**src/rtl/bshift_pkg.sv**
```systemverilog
// Package: shared operation encoding for the barrel shifter.
// Assumes: op is a 2-bit field; bit 1 separates left (0) from right (1).
package bshift_pkg;

    typedef enum logic [1:0] {
        OP_SHL     = 2'b00,
        OP_SHL_ALT = 2'b01,
        OP_SHR     = 2'b10,
        OP_SAR     = 2'b11
    } shift_op_e;

endpackage

```
**src/rtl/bshift_ctrl.sv**
```systemverilog
// Module: bshift_ctrl
// Decodes the operation into a direction and a fill bit. It also flags
// shift amounts that reach or pass the word width.
// Assumes: amt is unsigned, and AMT_W bits can hold a value of WIDTH.
module bshift_ctrl
    import bshift_pkg::*;
#(
    parameter int WIDTH = 16,
    parameter int AMT_W = 8
) (
    input  logic [1:0]       op,
    input  logic             signed_mode,
    input  logic             msb,
    input  logic [AMT_W-1:0] amt,
    output logic             go_right,
    output logic             fill_bit,
    output logic             over_range
);
    localparam logic [AMT_W:0] LIMIT = (AMT_W+1)'(WIDTH);

    // Direction, fill value and saturation detect
    always_comb begin
        go_right   = op[1];
        fill_bit   = (shift_op_e'(op) == OP_SAR) && signed_mode && msb;
        over_range = ({1'b0, amt} >= LIMIT);
    end
endmodule

```
**src/rtl/bshift_stage.sv**
```systemverilog
// Module: bshift_stage
// One level of the multiplexer tree. When sel is high, it moves the word
// by DIST places. Right moves bring in fill; left moves bring in zeros.
// Assumes: 0 < DIST < WIDTH.
module bshift_stage #(
    parameter int WIDTH = 16,
    parameter int DIST  = 1
) (
    input  logic [WIDTH-1:0] d_in,
    input  logic             sel,
    input  logic             go_right,
    input  logic             fill_bit,
    output logic [WIDTH-1:0] d_out
);
    logic [WIDTH-1:0] moved_r;
    logic [WIDTH-1:0] moved_l;

    // Both candidate moves are fixed wiring
    assign moved_r = {{DIST{fill_bit}}, d_in[WIDTH-1:DIST]};
    assign moved_l = {d_in[WIDTH-1-DIST:0], {DIST{1'b0}}};

    // Pick pass-through or the move in the requested direction
    always_comb begin
        if (!sel)          d_out = d_in;
        else if (go_right) d_out = moved_r;
        else               d_out = moved_l;
    end
endmodule

```
**src/rtl/bshift_outreg.sv**
```systemverilog
// Module: bshift_outreg
// Optional output stage. With REGISTER_OUT=1 it registers data and valid,
// using a synchronous active-low reset. With 0 it is a plain wire.
// Assumes: clk and rst_n are not used when REGISTER_OUT=0.
module bshift_outreg #(
    parameter int WIDTH        = 16,
    parameter bit REGISTER_OUT = 1'b1
) (
    input  logic             clk,
    input  logic             rst_n,
    input  logic             v_in,
    input  logic [WIDTH-1:0] d_in,
    output logic             v_out,
    output logic [WIDTH-1:0] d_out
);
    generate
        if (REGISTER_OUT) begin : g_reg
            // Capture result and valid; reset clears both
            always_ff @(posedge clk) begin
                if (!rst_n) begin
                    v_out <= 1'b0;
                    d_out <= '0;
                end else begin
                    v_out <= v_in;
                    d_out <= d_in;
                end
            end
        end else begin : g_wire
            assign v_out = v_in;
            assign d_out = d_in;
        end
    endgenerate
endmodule

```
**src/rtl/bshift_unit.sv**
```systemverilog
// Module: bshift_unit (top)
// Barrel shifter that performs left, logical right and arithmetic right
// shifts. Amounts of WIDTH or more saturate the result. The output can be
// registered.
// Assumes: WIDTH >= 2 and AMT_W > $clog2(WIDTH) - 1.
module bshift_unit #(
    parameter int WIDTH        = 16,
    parameter int AMT_W        = 8,
    parameter bit REGISTER_OUT = 1'b1
) (
    input  logic             clk,
    input  logic             rst_n,
    input  logic             in_valid,
    input  logic [WIDTH-1:0] data_in,
    input  logic [AMT_W-1:0] amt,
    input  logic [1:0]       op,
    input  logic             signed_mode,
    output logic             out_valid,
    output logic [WIDTH-1:0] data_out
);
    localparam int LVL = $clog2(WIDTH);

    logic             go_right;
    logic             fill_bit;
    logic             over_range;
    logic [WIDTH-1:0] chain [LVL+1];
    logic [WIDTH-1:0] comb_res;

    bshift_ctrl #(.WIDTH(WIDTH), .AMT_W(AMT_W)) u_ctrl (
        .op          (op),
        .signed_mode (signed_mode),
        .msb         (data_in[WIDTH-1]),
        .amt         (amt),
        .go_right    (go_right),
        .fill_bit    (fill_bit),
        .over_range  (over_range)
    );

    assign chain[0] = data_in;

    generate
        for (genvar k = 0; k < LVL; k++) begin : g_lvl
            bshift_stage #(.WIDTH(WIDTH), .DIST(1 << k)) u_stage (
                .d_in     (chain[k]),
                .sel      (amt[k]),
                .go_right (go_right),
                .fill_bit (fill_bit),
                .d_out    (chain[k+1])
            );
        end
    endgenerate

    // Over-range amounts replace the tree output with the fill pattern
    always_comb begin
        comb_res = over_range ? {WIDTH{fill_bit}} : chain[LVL];
    end

    bshift_outreg #(.WIDTH(WIDTH), .REGISTER_OUT(REGISTER_OUT)) u_out (
        .clk   (clk),
        .rst_n (rst_n),
        .v_in  (in_valid),
        .d_in  (comb_res),
        .v_out (out_valid),
        .d_out (data_out)
    );
endmodule

```
**config.mk**
```make
export PLATFORM = sky130hd
export DESIGN_NAME = bshift_unit
export DESIGN_NICKNAME = d
export VERILOG_FILES = /design/src/rtl/bshift_pkg.sv /design/src/rtl/bshift_ctrl.sv /design/src/rtl/bshift_stage.sv /design/src/rtl/bshift_outreg.sv /design/src/rtl/bshift_unit.sv
export SDC_FILE = /design/constraint.sdc
export NUM_CORES = 1
export LEC_CHECK = 0
export CAP_MARGIN = 20
export CORE_ASPECT_RATIO = 2
export CORE_MARGIN = 4
export CORE_UTILIZATION = 65
export CTS_CLUSTER_SIZE = 10
export DETAILED_ROUTE_END_ITERATION = 8
export DONT_BUFFER_PORTS = 1
export GPL_ROUTABILITY_DRIVEN = 0
export PLACE_DENSITY_LB_ADDON = 0.25
export SYNTH_ARGS = -nofsm -noshare
export SYNTH_HDL_FRONTEND = slang
export SYNTH_SLANG_ARGS = --single-unit
```
**constraint.sdc**
```tcl
create_clock -name clk -period 2.4 [get_ports clk]
set_input_delay 0.48 -clock clk [delete_from_list [all_inputs] [get_ports clk]]
set_output_delay 0.48 -clock clk [all_outputs]
set_load 0.1 [all_outputs]
```
==> results.toml <==
[run_status]
status = "completed"

[logic_synthesis]
yosysSeqAreaShare_pct = 15.80
synth-seq-cells = 17
synth.avg_cell_area_um2 = 8.188
synth_top_flop_cell = "dfxtp_1"
syn-num-nets = 293
synth_area_um2 = 2153
async_flop_share_pct = 0
synth_enable_flop_cells = 0
yosysWarnings = 0
synthCells = 263
ys_types = 54

[sta]
rsz0062_at_grt = "false"
min_period_ns = 1.759
worst_slack_ns = 0.6409
maxSlewViolCount = 0
fin_crit_sh_pct = 73.29
timing.fmax_ghz = 0.5685
worst_slew_pin_slew_ns = 0.5306
setup_tns_ns = 0
final-setup-viol-count = 0
finalHoldViolCount = 0
whs_ns = 0.3446
slew_headroom_pct = 64.25

[global_routing]
grt-ovfl-total = 0
grt_pass1_vias = 2118
track_usage_pct = 28.77
grt_max_degree = 67
antenna_found_initial = 0
grt_pass1_wl_mm = 9.970

[clock_network]
cts_resized = 0
clock-sinks = 17
cts_tree = "yes"
cts-buffers-inserted = 3
htreeDepth = 1
cts_setup_buffers = 0
clockRootBuffer = "clkbuf_8"
clk_path_buf_depth = 2
path_clk_slew_ns = 0.06
holdBufCountCts = 0

[place]
io_buffers = 0
hpwl_mm = 4.615
preCtsSetupSlack_ns = 0.3843

[floorplan]
rows = 29
start_util_pct = 67.44
die_h_um = 89.40
core-area_um2 = 3193
die_w_um = 48.70
fp.dieArea_um2 = 4354
io_pins = 47

[pwr]
peakVddDrop_v = 0.0002125
power_leakage_uw = 0.0008915
powerDensity_nw_per_um2 = 365.0
power_uw = 827.4

[worst_setup_path]
worstSetupPathType = "input pin to flop"
cp-end-kind = "flop"
startpoint_type = "input pin"
cp.required_ns = 2.52
worstPathArrival_ns = 1.88
cp_max_fo = 66

[final_layout]
antenna_cells = 0
fillers = 277
layout-drive-gt1-share_pct = 24.43
synthToLayoutAreaGrowth_pct = 5.287
nets = 293

[detailed_routing]
drt_wl_total_mm = 6.033
drtAntennaViolNets = 0
wl_per_cell_um = 20.59
drt_iter0_drc = 113
viasPerCell = 7.515
drtPass1Iterations = 5
num_vias = 2202
drc = 0

[worst_hold_path]
holdPathStages = 1
hold_end = "u_out.v_out"
worstHoldStart = "rst_n"
hold_class = "input pin to flop"

[flow_run]
cap_viol_max_count = 0
-- through the flow --
step                      util, %  std cells  area (µm²)
after global placement      69.55        289        2221
after floorplan                 -        263        2153
after global routing        71.00        293        2267
after CTS                   71.00        293        2267
final                       71.00        293        2267
after detailed placement    69.55        289        2221
-- metal layers --
layer	part of all wire [%]	global-route usage (%)	vias up
li1	-	-	1016
met1	33	28.20	1010
met2	50	49.29	137
met3	8.5	5.676	39
met4	8.5	27.70	0
met5	0	0	-
-- logic make-up after synthesis --
family                 synth area share (%)
AOI/OAI and AO/OA                     28.24
muxes                                 31.44
and+or+nand+nor                       17.66
buffers and inverters                 6.856
DFF                                   15.80
-- synth_stat cells, types with 3 or more instances --
cell type	n	share of area, %
o31ai_1	3	1.0
nor2_1	26	4.5
mux2_2	21	11
a21boi_0	4	1.4
nand3_1	10	2.3
mux4_2	10	10
a31oi_1	3	0.87
nor3_1	3	0.70
nand4_1	3	0.87
o31a_1	3	1.2
mux2i_1	20	9.3
o21a_1	3	1.0
inv_1	5	0.87
a211o_1	3	1.2
a211oi_1	8	2.8
dfxtp_1	17	16
o21ai_0	15	3.5
o211ai_1	5	1.7
nand2_1	15	2.6
buf_2	7	1.6
clkbuf_1	13	2.3
a32oi_1	3	1.2
or4_1	3	1.0
nand2b_1	5	1.5
a21oi_1	16	3.7
-- flip-flops by register name, summed over array words and instances (netlist names) --
name         count
u_out.d_out     16
u_out.v_out      1
-- final cells by class --
cell class / count / area (µm²) / area share (%)
flip-flops and latches: 17 / 340.3 / 15.01
repair buffers: 21 / 157.7 / 6.954
multi-input cells: 215 / 1665 / 73.46
well taps: 31 / 38.79 / 1.711
inverters: 5 / 18.77 / 0.8278
clock inverters: 1 / 5.005 / 0.2208
clock buffers: 3 / 41.29 / 1.821
-- report_power, final --
part           total, µW  internal [µW]  switching, µW
Combinational        327            147            180
Clock                209            115           93.7
Sequential           292            290           1.68
-- how the worst max path moves through the flow --
stage	end	slack [ns]	startpoint	depth (start not counted)
6_report	u_out.d_out[15]	0.64	op[1]	5
5_1_grt	u_out.d_out[11]	0.46	amt[7]	4
4_1_cts	u_out.d_out[15]	0.65	op[1]	5
3_5_place_dp	u_out.d_out[15]	0.38	op[1]	5
3_3_place_gp	u_out.d_out[15]	0.42	op[1]	5
2_1_floorplan	u_out.d_out[15]	0.32	op[1]	6
-- critical path, cell delays in order --
cell,delay (ns)
mux2_2,0.32
mux2_2,0.26
mux4_2,0.47
a211oi_1,0.25
nor3_1,0.08
-- layout by cell type, fill, tap and decap left out, types with 2 or more instances in the layout --
| cell | instances |
|---|---|
| nand2b_1 | 5 |
| or4_1 | 3 |
| mux4_2 | 10 |
| nand4_1 | 3 |
| buf_4 | 21 |
| mux2_2 | 21 |
| nor3_1 | 3 |
| or2_2 | 2 |
| o2bb2ai_1 | 2 |
| dfxtp_1 | 17 |
| o31ai_1 | 3 |
| a21boi_0 | 4 |
| o211ai_1 | 5 |
| a21oi_1 | 16 |
| clkbuf_8 | 3 |
| nand2_1 | 15 |
| mux2i_1 | 20 |
| a32oi_1 | 3 |
| a31oi_1 | 3 |
| o21bai_1 | 2 |
| o21a_1 | 3 |
| a211oi_1 | 8 |
| o2111ai_1 | 2 |
| nand3_1 | 10 |
| o21ai_0 | 15 |
| or3_1 | 2 |
| o22a_1 | 2 |
| o31a_1 | 3 |
| a211o_1 | 3 |
| nor2_1 | 26 |
| inv_1 | 5 |
| and2_1 | 2 |
(Power assumes the default switching activity.)
